`config.mk`:
```
export PLATFORM = sky130hd
export DESIGN_NAME = clk_ratio_speed_det
export DESIGN_NICKNAME = d
export VERILOG_FILES = /design/src/rtl/crsd_pkg.sv /design/src/rtl/crsd_edge_sync.sv /design/src/rtl/crsd_period_counter.sv /design/src/rtl/crsd_ratio_classifier.sv /design/src/rtl/crsd_lock_filter.sv /design/src/rtl/clk_ratio_speed_det.sv
export SDC_FILE = /design/constraint.sdc
export NUM_CORES = 1
export LEC_CHECK = 0
export ABC_AREA = 1
export BUFFER_PORTS_ARGS = -buffer_cell sky130_fd_sc_hd__buf_2
export CAP_MARGIN = 15
export CORE_MARGIN = 3
export CORE_UTILIZATION = 50
export CTS_CLUSTER_SIZE = 10
export DETAILED_ROUTE_END_ITERATION = 16
export GPL_TIMING_DRIVEN = 1
export PLACE_DENSITY = 0.63
export SYNTH_ARGS = -nofsm -noshare
export SYNTH_HDL_FRONTEND = slang
export SYNTH_SLANG_ARGS = --single-unit
export TNS_END_PERCENT = 20
```
`constraint.sdc`:
```
create_clock -name mclk -period 5.7 [get_ports mclk]
set_clock_uncertainty 0.05 [all_clocks]
set_input_delay 0.855 -clock mclk [delete_from_list [all_inputs] [get_ports mclk]]
set_output_delay 0.855 -clock mclk [all_outputs]
set_load 0.01 [all_outputs]
```
`src/rtl/crsd_pkg.sv`:
```
// Package: shared constants and the ratio table for the clock ratio speed detector.
// Assumes ratios up to 1152 master cycles, so a 12-bit counter is enough.
package crsd_pkg;

    localparam int NUM_CLASSES = 12;
    localparam int CLASS_W     = 4;
    localparam logic [CLASS_W-1:0] CLASS_NONE = 4'hF;

    typedef enum logic [2:0] {
        SPD_NORMAL = 3'd0,
        SPD_DOUBLE = 3'd1,
        SPD_QUAD   = 3'd2,
        SPD_OCT    = 3'd3,
        SPD_HEX    = 3'd4
    } speed_t;

    // Nominal master cycles per frame for class index idx.
    // Classes come in pairs per tier: 2^k * 32 and 1.5 times that; the last two are 1024 and 1152.
    function automatic int nominal_ratio(input int idx);
        int base;
        if (idx == 10) return 1024;
        if (idx == 11) return 1152;
        base = 32 << (idx / 2);
        return (idx % 2 == 1) ? (base * 3) / 2 : base;
    endfunction

    // Speed tier of a class in automatic mode.
    function automatic speed_t auto_speed(input logic [CLASS_W-1:0] idx);
        case (idx)
            4'd0, 4'd1: return SPD_HEX;
            4'd2, 4'd3: return SPD_OCT;
            4'd4, 4'd5: return SPD_QUAD;
            4'd6, 4'd7: return SPD_DOUBLE;
            default:    return SPD_NORMAL;
        endcase
    endfunction

endpackage

```
`src/rtl/crsd_edge_sync.sv`:
```
// Module: crsd_edge_sync
// Brings the asynchronous frame clock into the master domain through two flops,
// then gives a one-cycle pulse on each synchronized rising edge.
// Assumes the frame clock stays high and low for at least two master cycles each.
module crsd_edge_sync (
    input  logic clk,
    input  logic rst_n,
    input  logic async_in,
    output logic rise_pulse
);

    logic meta_q;
    logic sync_q;
    logic prev_q;

    // Two-stage synchronizer plus one delay stage for edge detection.
    always_ff @(posedge clk) begin
        if (!rst_n) begin
            meta_q <= 1'b0;
            sync_q <= 1'b0;
            prev_q <= 1'b0;
        end else begin
            meta_q <= async_in;
            sync_q <= meta_q;
            prev_q <= sync_q;
        end
    end

    // Rising-edge pulse on the synchronized level.
    always_comb rise_pulse = sync_q & ~prev_q;

endmodule

```
`src/rtl/crsd_period_counter.sv`:
```
// Module: crsd_period_counter
// Counts master cycles between frame edge pulses. On an edge it presents the count as a
// measurement, unless no window was open (after reset or after a timeout).
// With no edge for TIMEOUT_CYC cycles it pulses timeout once and saturates.
module crsd_period_counter #(
    parameter int TIMEOUT_CYC = 2048,
    parameter int CNT_W       = $clog2(TIMEOUT_CYC + 1)
) (
    input  logic             clk,
    input  logic             rst_n,
    input  logic             edge_pulse,
    output logic             meas_strobe,
    output logic [CNT_W-1:0] meas_count,
    output logic             timeout_pulse
);

    localparam logic [CNT_W-1:0] CNT_LAST = CNT_W'(TIMEOUT_CYC - 1);
    localparam logic [CNT_W-1:0] CNT_SAT  = CNT_W'(TIMEOUT_CYC);

    logic [CNT_W-1:0] cnt_q;
    logic             window_open_q;

    // Window counter: restart on edge, count up, saturate at the timeout value.
    always_ff @(posedge clk) begin
        if (!rst_n) begin
            cnt_q         <= '0;
            window_open_q <= 1'b0;
        end else if (edge_pulse) begin
            cnt_q         <= CNT_W'(1);
            window_open_q <= 1'b1;
        end else if (cnt_q != CNT_SAT) begin
            cnt_q <= cnt_q + CNT_W'(1);
            if (cnt_q == CNT_LAST) window_open_q <= 1'b0;
        end
    end

    // Measurement and timeout outputs; an edge in the last cycle wins over the timeout.
    always_comb begin
        meas_strobe   = edge_pulse & window_open_q;
        meas_count    = cnt_q;
        timeout_pulse = ~edge_pulse & (cnt_q == CNT_LAST);
    end

endmodule

```
`src/rtl/crsd_ratio_classifier.sv`:
```
// Module: crsd_ratio_classifier
// Combinational matcher: compares a measured period against every nominal ratio within
// a ±TOL window and returns the class index, its tier and whether it is allowed in this mode.
// Assumes the tolerance windows do not overlap.
module crsd_ratio_classifier #(
    parameter int CNT_W          = 12,
    parameter int TOL            = 2,
    parameter int MANUAL_MIN_IDX = 7
) (
    input  logic                          auto_mode,
    input  logic [CNT_W-1:0]              meas_count,
    output logic                          class_ok,
    output logic [crsd_pkg::CLASS_W-1:0]  class_idx,
    output logic [2:0]                    class_speed
);
    import crsd_pkg::*;

    logic [NUM_CLASSES-1:0] hit;

    // One window comparator per nominal ratio.
    for (genvar g = 0; g < NUM_CLASSES; g++) begin : g_win
        localparam logic [CNT_W-1:0] LO = CNT_W'(nominal_ratio(g) - TOL);
        localparam logic [CNT_W-1:0] HI = CNT_W'(nominal_ratio(g) + TOL);
        assign hit[g] = (meas_count >= LO) && (meas_count <= HI);
    end

    // Encode the hit, then apply the mode mask and the tier map.
    always_comb begin
        logic any_hit;
        any_hit   = 1'b0;
        class_idx = CLASS_NONE;
        for (int i = 0; i < NUM_CLASSES; i++) begin
            if (hit[i] && !any_hit) begin
                any_hit   = 1'b1;
                class_idx = CLASS_W'(i);
            end
        end
        if (auto_mode) begin
            class_ok    = any_hit;
            class_speed = auto_speed(class_idx);
        end else begin
            class_ok    = any_hit && (class_idx >= CLASS_W'(MANUAL_MIN_IDX));
            class_speed = SPD_NORMAL;
        end
    end

endmodule

```
`src/rtl/crsd_lock_filter.sv`:
```
// Module: crsd_lock_filter
// Hysteresis on accepted classes. A class must repeat LOCK_RUN times in a row before the
// reported tier and class move and lock asserts. A rejected period only raises the invalid
// flag; a timeout drops the lock.
// Assumes meas_strobe and timeout_pulse never fall in the same cycle.
module crsd_lock_filter #(
    parameter int LOCK_RUN = 4,
    parameter int RUN_W    = $clog2(LOCK_RUN + 1)
) (
    input  logic                          clk,
    input  logic                          rst_n,
    input  logic                          meas_strobe,
    input  logic                          timeout_pulse,
    input  logic                          class_ok,
    input  logic [crsd_pkg::CLASS_W-1:0]  class_idx,
    input  logic [2:0]                    class_speed,
    output logic [2:0]                    speed_q,
    output logic [crsd_pkg::CLASS_W-1:0]  class_q,
    output logic                          locked_q,
    output logic                          invalid_q
);
    import crsd_pkg::*;

    localparam logic [RUN_W-1:0] RUN_FULL = RUN_W'(LOCK_RUN);

    logic [CLASS_W-1:0] cand_q;
    logic [RUN_W-1:0]   run_q;
    logic [RUN_W-1:0]   run_next;

    // Length of the run of equal classes, counting the current measurement.
    always_comb begin
        if (class_idx == cand_q && run_q != '0)
            run_next = (run_q == RUN_FULL) ? RUN_FULL : run_q + RUN_W'(1);
        else
            run_next = RUN_W'(1);
    end

    // Candidate tracking, lock and reported values.
    always_ff @(posedge clk) begin
        if (!rst_n) begin
            cand_q    <= CLASS_NONE;
            run_q     <= '0;
            speed_q   <= SPD_NORMAL;
            class_q   <= CLASS_NONE;
            locked_q  <= 1'b0;
            invalid_q <= 1'b0;
        end else if (timeout_pulse) begin
            run_q     <= '0;
            locked_q  <= 1'b0;
            invalid_q <= 1'b1;
        end else if (meas_strobe) begin
            if (!class_ok) begin
                run_q     <= '0;
                invalid_q <= 1'b1;
            end else begin
                invalid_q <= 1'b0;
                cand_q    <= class_idx;
                run_q     <= run_next;
                if (run_next == RUN_FULL) begin
                    locked_q <= 1'b1;
                    speed_q  <= class_speed;
                    class_q  <= class_idx;
                end
            end
        end
    end

endmodule

```
`src/rtl/clk_ratio_speed_det.sv`:
```
// Module: clk_ratio_speed_det (top)
// Measures master cycles per frame clock period, classifies the ratio into a speed tier,
// and reports it through a lock filter. auto_mode=0 restricts to the slow ratios.
// Assumes rst_n is synchronous to mclk and frame_clk is asynchronous.
module clk_ratio_speed_det #(
    parameter int TIMEOUT_CYC    = 2048,
    parameter int TOL            = 2,
    parameter int LOCK_RUN       = 4,
    parameter int MANUAL_MIN_IDX = 7
) (
    input  logic       mclk,
    input  logic       rst_n,
    input  logic       frame_clk,
    input  logic       auto_mode,
    output logic [2:0] speed_code,
    output logic [3:0] ratio_class,
    output logic       locked,
    output logic       ratio_invalid
);
    import crsd_pkg::*;

    localparam int CNT_W = $clog2(TIMEOUT_CYC + 1);

    logic               edge_pulse;
    logic               meas_strobe;
    logic [CNT_W-1:0]   meas_count;
    logic               timeout_pulse;
    logic               class_ok;
    logic [CLASS_W-1:0] class_idx;
    logic [2:0]         class_speed;

    crsd_edge_sync i_sync (
        .clk        (mclk),
        .rst_n      (rst_n),
        .async_in   (frame_clk),
        .rise_pulse (edge_pulse)
    );

    crsd_period_counter #(
        .TIMEOUT_CYC (TIMEOUT_CYC),
        .CNT_W       (CNT_W)
    ) i_cnt (
        .clk           (mclk),
        .rst_n         (rst_n),
        .edge_pulse    (edge_pulse),
        .meas_strobe   (meas_strobe),
        .meas_count    (meas_count),
        .timeout_pulse (timeout_pulse)
    );

    crsd_ratio_classifier #(
        .CNT_W          (CNT_W),
        .TOL            (TOL),
        .MANUAL_MIN_IDX (MANUAL_MIN_IDX)
    ) i_cls (
        .auto_mode   (auto_mode),
        .meas_count  (meas_count),
        .class_ok    (class_ok),
        .class_idx   (class_idx),
        .class_speed (class_speed)
    );

    crsd_lock_filter #(
        .LOCK_RUN (LOCK_RUN)
    ) i_flt (
        .clk           (mclk),
        .rst_n         (rst_n),
        .meas_strobe   (meas_strobe),
        .timeout_pulse (timeout_pulse),
        .class_ok      (class_ok),
        .class_idx     (class_idx),
        .class_speed   (class_speed),
        .speed_q       (speed_code),
        .class_q       (ratio_class),
        .locked_q      (locked),
        .invalid_q     (ratio_invalid)
    );

endmodule

```
==> results.py, run 1 <==
metrics = {
    "run_status": {
        "status": "finished clean",
    },
    "route": {
        "drt_iter0_markers": 208,
        "wire_per_inst_um": 12.8,
        "avgViaCountPerCell": 5.23,
        "postRouteAntennaNets": 0,
        "drcViolationCount": 0,
        "wirelength_um": 6100,
        "via_count": 2483,
        "drt_pass1_iterations": 5,
    },
    "floorplanning": {
        "io_pins": 13,
        "fp.dieArea_um2": 5840,
        "die_w_um": 76.4,
        "row_count": 24,
        "core_area_um2": 4560,
        "die_y_um": 76.4,
        "start_util": 0.543,
    },
    "grt": {
        "busiest_layer": "met1",
        "grt_overflow": 0,
        "grt_pass1_vias": 2318,
        "use_met2": 0.305,
        "grt_use_met3": 0.0437,
        "track_usage": 0.223,
        "antenna_found_initial": 0,
        "grt_max_degree": 17,
        "use_met1": 0.343,
        "grt_pass1_wl_um": 10800,
    },
    "setup_path": {
        "reg2reg_from": "i_cnt.meas_count[0]$_SDFFE_PN0P_",
        "cp.required_ps": 5820,
        "critPathArrivalTime_ps": 3020,
        "critical_path.startpoint": "i_cnt.meas_count[0]$_SDFFE_PN0P_",
        "reg2reg_to": "i_flt.class_q[1]$_SDFFE_PN1P_",
        "r2r_setup_slack_ps": 2810,
        "reg2reg_depth": 16,
        "path_max_fanout": 10,
        "worstSetupEndpointType": "flip-flop",
        "critPathKind": "reg -> reg",
        "start_kind": "flip-flop",
        "cp-endpoint": "i_flt.class_q[1]$_SDFFE_PN1P_",
    },
    "logic_synthesis": {
        "ys_ff_latch": 32,
        "synth_fp_nets": 407,
        "synth-seq-area-share": 0.258,
        "synth_cell_type_count": 34,
        "yosysWarnings": 0,
        "synth.avg_cell_area_um2": 6.25,
        "netlist_area_um2": 2480,
        "syn_inst": 397,
    },
    "final_layout": {
        "syn_to_final_growth_pct": 8.33,
        "utilization": 0.589,
        "fillers": 469,
        "drive_gt1_frac": 0.171,
        "nets": 419,
        "antenna_cells": 0,
    },
    "clocking": {
        "cts_max_path_buffers": 2,
        "clk_pin_slew_ps": 70,
        "clock_sink_count": 32,
        "cts_tree": "yes",
        "cts_resized": 0,
        "post_cts_buffers": 0,
        "htree_levels": 2,
        "cts_hold_buf": 0,
        "cts_buffers": 5,
        "clockRootBuffer": "clkbuf_8",
        "clock_insertion_delay_worst_skew_ps": 290,
    },
    "power": {
        "power_leakage_uw": 0.00135,
        "p_total_uw": 488,
        "worst_ir_drop_vdd_v": 0.000192,
        "power_density_nw_per_um2": 182,
    },
    "sta": {
        "rsz0062_at_grt": "false",
        "fin_setup_tns_ps": 0,
        "fin_crit_sh": 0.508,
        "hold_viol_final": 0,
        "maxSlewViolCount": 0,
        "min_period_ps": 2890,
        "fmax_mhz": 345,
        "setup_violations": 0,
        "worstMarginPinSlew_ps": 545,
        "slew_headroom": 0.634,
    },
    "place": {
        "io_buffers": 12,
        "globalplace.congestion": 0.883,
        "dp_hpwl_um": 4850,
    },
    "flow_run": {
        "cap_viol_max_count": 0,
    },
    "hold_path": {
        "hp-class": "reg -> reg",
        "min_path_cells": 2,
    },
}
logic make-up (layout without fill, tap and decap cells):
kind of cell | Yosys count | count (layout) | share of synthesized area
adders and majority gates | 6 | 6 | 0.0303
xor gates and xnor gates | 2 | 2 | 0.00706
and+or+nand+nor | 250 | 250 | 0.497
DFF | 32 | 32 | 0.258
buffers and inverters | 66 | 79 | 0.110
AOI/OAI and AO/OA | 41 | 41 | 0.0964
worst max-delay path: stages, from the launching register on:
cell and delay [ps]:
dfxtp_1 470, inv_1 170, ha_1 240, o211ai_1 250, nand3_2 100, nand2_2 120
nand2_4 70, nor2_1 140, nand2_1 70, nor2_1 140, nand2_1 80, nand2_1 90
nand3_2 210, nor2_4 310, nand2_4 120, nand2_1 70, nand3_1 60
placed cells by master, fill, tap and decap left out, drive strengths merged, types with 2 or more instances in the layout:
| cell | n |
|---|---|
| dfxtp | 32 |
| o21ai | 13 |
| nor3 | 10 |
| a21oi | 18 |
| a211oi | 3 |
| clkbuf | 5 |
| nand4 | 13 |
| nand2 | 123 |
| ha | 6 |
| nor4 | 2 |
| o211ai | 4 |
| inv | 60 |
| xor2 | 2 |
| nand3b | 4 |
| nor2 | 61 |
| buf | 12 |
| nand3 | 36 |
sequential cells by signal (all words and copies together), names as in the netlist:
| name | cells |
|---|---|
| i_sync.sync_q | 1 |
| i_flt.locked_q | 1 |
| i_sync.meta_q | 1 |
| i_flt.invalid_q | 1 |
| i_sync.prev_q | 1 |
| i_flt.cand_q | 4 |
| i_flt.class_q | 4 |
| i_flt.speed_q | 3 |
| i_cnt.meas_count | 12 |
| i_cnt.window_open_q | 1 |
| i_flt.run_q | 3 |
stage by stage:
stage          setup slack, ps  cells  hold slack [ps]  instance area (um2)
3_5_place_dp              2820    467              363                 2570
2_1_floorplan             3310    397              340                 2480
5_1_grt                   2540    475              404                 2690
6_report                  2810    475              376                 2690
4_1_cts                   2800    475              378                 2690
3_3_place_gp              2800    467              360                 2570
final cells by class:
class                   count  area, um2  share of cell area
repair buffers             12       60.1              0.0224
well taps                  65       81.3              0.0303
flip-flops and latches     32        641               0.238
clock inverters             3       46.3              0.0172
inverters                  59        224              0.0834
clock buffers               5       68.8              0.0256
multi-input cells         299       1570               0.583
power breakdown:
part	leakage, uW	switching, uW	internal [uW]
clock	0.0000548	94.5	132
sequential	0.000259	4.19	226
combinational	0.00104	22.7	8.73
total	0.00135	121	367
how the worst min path moves through the flow:
stage / startpoint / to / slack, ps
final: i_sync.meta_q$_SDFF_PN0_ / i_sync.sync_q$_SDFF_PN0_ / 380
after global routing: i_sync.meta_q$_SDFF_PN0_ / i_sync.sync_q$_SDFF_PN0_ / 400
after CTS: i_sync.sync_q$_SDFF_PN0_ / i_sync.prev_q$_SDFF_PN0_ / 380
after detailed placement: i_sync.meta_q$_SDFF_PN0_ / i_sync.sync_q$_SDFF_PN0_ / 360
after global placement: i_sync.meta_q$_SDFF_PN0_ / i_sync.sync_q$_SDFF_PN0_ / 360
after floorplan: i_sync.meta_q$_SDFF_PN0_ / i_sync.sync_q$_SDFF_PN0_ / 340
Yosys cell counts:
cell      number  area share
buf_4          2      0.0061
nor2_1        47       0.071
nor3_2         4       0.016
inv_1         45       0.068
o22ai_1        1      0.0025
nor3b_1        1      0.0030
a211oi_1       3      0.0091
nor2_4         9       0.041
o21ai_0        9       0.018
nor4_1         2      0.0050
nor3_1         6       0.012
nand4_1       10       0.025
a21oi_4        1      0.0066
xor2_1         2      0.0071
nand2_4        4       0.018
nand4_2        3       0.015
buf_2          1      0.0020
nor2_2         5       0.013
o21ai_1        4      0.0081
a21oi_1       17       0.034
a21boi_1       1      0.0030
nand3_1       33       0.067
inv_4          1      0.0025
nand3_2        3       0.012
ha_1           6       0.030
inv_2         13       0.020
o211ai_1       4       0.012
nand2_2        7       0.018
a31oi_1        1      0.0025
nand3b_1       4       0.012
clkbuf_1       2      0.0030
dfxtp_1       32        0.26
nand2_1      112        0.17
buf_6          2      0.0091
routing by layer:
metal | wire length (um) | part of all wire
met1 | 3280 | 0.54
met5 | 0 | 0
met3 | 312 | 0.051
met2 | 2450 | 0.40
met4 | 59 | 0.0097
No activity file was read; power rests on OpenSTA's default activity.
==> run 2: changes to the inputs <==
PLACE_DENSITY = 0.66   (was 0.63)
clock period = 2.65 ns   (was 5.7 ns; I/O delays follow)
==> results.py, run 2 (synthesized netlist as in run 1, its figures left out) <==
metrics = {
    "floorplanning": {
        "fp.dieArea_um2": 5840,
        "row_count": 24,
        "start_util": 0.543,
        "die_y_um": 76.4,
        "io_pins": 13,
        "core_area_um2": 4560,
        "die_w_um": 76.4,
    },
    "sta": {
        "fin_crit_sh": 0.956,
        "rsz0062_at_grt": "true",
        "slew_headroom": 0.649,
        "setup_violations": 0,
        "hold_viol_final": 0,
        "fmax_mhz": 395,
        "maxSlewViolCount": 0,
        "min_period_ps": 2530,
        "fin_setup_tns_ps": 0,
        "worstMarginPinSlew_ps": 523,
        "setup_ws_ps": 116,
    },
    "route": {
        "wire_per_inst_um": 13.7,
        "drt_iter0_markers": 210,
        "avgViaCountPerCell": 5.51,
        "wirelength_um": 6880,
        "drcViolationCount": 0,
        "drt_pass1_iterations": 7,
        "postRouteAntennaNets": 0,
        "via_count": 2762,
    },
    "setup_path": {
        "path_max_fanout": 8,
        "timing.critical_path.cells": "nor2_4, buf_4, inv_1, nor2_1, o22ai_1, nand2_1, nand2_1, nand2_1, nand4_2, nand2_2, nand3_2, nor2_4, nand3_2, nor2_4, nand2_4, nand2_1, nand3_1",
        "crit_slowest_cell": "dfxtp_4",
        "start_kind": "flip-flop",
        "crit_top_cell": "nand2_1",
        "worstSetupEndpointType": "flip-flop",
        "reg2reg_to": "i_flt.class_q[1]$_SDFFE_PN1P_",
        "reg2reg_depth": 17,
        "critPathArrivalTime_ps": 2650,
        "critPathBufInv": 2,
        "crit_family": "simple AND/OR/NAND/NOR gates",
        "r2r_setup_slack_ps": 120,
        "reg2reg_from": "i_cnt.meas_count[9]$_SDFFE_PP0P_",
        "cp.required_ps": 2760,
        "slowest_delay_ps": 370,
        "critPathKind": "reg -> reg",
    },
    "final_layout": {
        "largestRegisters": "i_cnt.meas_count x12, i_flt.cand_q x4, i_flt.class_q x4",
        "antenna_cells": 0,
        "nets": 445,
        "fin_area_um2": 3070,
        "fillers": 420,
        "drive_gt1_frac": 0.321,
        "top_register": "i_cnt.meas_count",
        "largest_register_ffs": 12,
        "final_cell_mix": "nand2_1 (98), inv_1 (43), nor2_1 (40), nand3_1 (29), buf_4 (22)",
        "syn_to_final_growth_pct": 23.7,
        "final_common_cell": "nand2_1",
    },
    "power": {
        "worst_ir_drop_vdd_v": 0.000375,
        "clkPwrFrac": 0.462,
        "swShare": 0.251,
        "p_switching_uw": 265,
        "p_seq_frac": 0.463,
        "power_density_nw_per_um2": 344,
        "power_leakage_uw": 0.00152,
        "internal_power_uw": 790,
        "p_comb_frac": 0.076,
    },
    "clocking": {
        "cts_buffers": 5,
        "cts_hold_buf": 0,
        "clock_insertion_delay_worst_skew_ps": 290,
        "clockRootBuffer": "clkbuf_8",
        "cts_tree": "yes",
        "clk_pin_slew_ps": 80,
        "clock_sink_count": 32,
        "htree_levels": 2,
        "cts_max_path_buffers": 2,
    },
    "grt": {
        "grt_pass1_wl_um": 11100,
        "track_usage": 0.229,
        "grt_pass1_vias": 2373,
        "antenna_found_initial": 0,
        "grt_overflow": 0,
        "grt_max_degree": 17,
    },
    "place": {
        "globalplace.congestion": 0.947,
        "io_buffers": 12,
        "place_area_um2": 2650,
        "place_ws_ps": -20.9,
        "dp_hpwl_um": 4980,
    },
    "hold_path": {
        "hp-class": "in -> reg",
        "min_to": "i_sync.meta_q$_SDFF_PN0_",
        "min-delay-start": "frame_clk",
        "min_path_cells": 3,
    },
    "flow_run": {
        "cap_viol_max_count": 0,
    },
    "run_status": {
        "status": "finished clean",
    },
}
[run 2: worst reg2reg max path, delay by kind of cell (launching register included)]
kind	cells	cell delay (ps)
flops	1	370
compound gates	1	110
simple gates	14	1710
buf+inv	2	170
[run 2: final cells by class]
cell class	instances	area, um2	share of cell area
clock buffer	5	68.8	0.0224
clock inverter	3	46.3	0.0151
inverter	59	234	0.0763
multi-input combinational	300	1710	0.557
sequential	32	676	0.220
tap	65	81.3	0.0265
timing repair buffer	37	253	0.0824
[run 2: per-stage QoR]
stage / hold slack, ps / power (uW) / utilization / instances
finish: 237 / 1050 / 0.672 / 501
global route: 259 / 1100 / 0.672 / 501
CTS: 233 / 1060 / 0.607 / 486
detailed placement: 361 / 575 / 0.581 / 478
global placement: 358 / 575 / 0.581 / 478
floorplan: 340 / 555 / - / 397
[run 2: how the worst max path moves through the flow]
stage                                           startpoint                             to  slack [ps]  cells past startpoint
after floorplan           i_cnt.meas_count[0]$_SDFFE_PN0P_  i_flt.speed_q[0]$_SDFFE_PN0P_         260                     16
after global placement    i_cnt.meas_count[7]$_SDFFE_PP0P_  i_flt.speed_q[0]$_SDFFE_PN0P_          50                     17
after detailed placement  i_cnt.meas_count[7]$_SDFFE_PP0P_  i_flt.class_q[1]$_SDFFE_PN1P_         -20                     17
after CTS                 i_cnt.meas_count[1]$_SDFFE_PP0P_  i_flt.class_q[1]$_SDFFE_PN1P_          50                     17
after global routing      i_cnt.meas_count[4]$_SDFFE_PP0P_  i_flt.speed_q[0]$_SDFFE_PN0P_         -90                     19
final                     i_cnt.meas_count[9]$_SDFFE_PP0P_  i_flt.class_q[1]$_SDFFE_PN1P_         120                     17
[run 2: timing repair]
item	4_1_cts	5_1_grt
endpoints found under the setup margin	3	13
gates resized for setup	2	65
buffers inserted	0	14
pin swaps	0	35
gates cloned	0	1
[run 2: routing by layer]
| metal | vias up | global-route usage | part of all wire | routed length [um] |
|---|---|---|---|---|
| li1 | 1364 | - | - | - |
| met1 | 1252 | 0.338 | 0.48 | 3310 |
| met2 | 132 | 0.337 | 0.43 | 2920 |
| met3 | 14 | 0.0461 | 0.078 | 540 |
| met4 | 0 | 0.0616 | 0.015 | 104 |
| met5 | - | 0 | 0 | 0 |
[run 2: power by group through the flow]
| stage | clock, uW | combinational, uW | sequential [uW] |
|---|---|---|---|
| after global placement | 0 | 70.7 | 504 |
| final | 487 | 79.7 | 488 |
| after CTS | 497 | 71.6 | 493 |
| after detailed placement | 0 | 70.0 | 504 |
| after floorplan | 0 | 50.6 | 505 |
| after global routing | 521 | 88.7 | 488 |
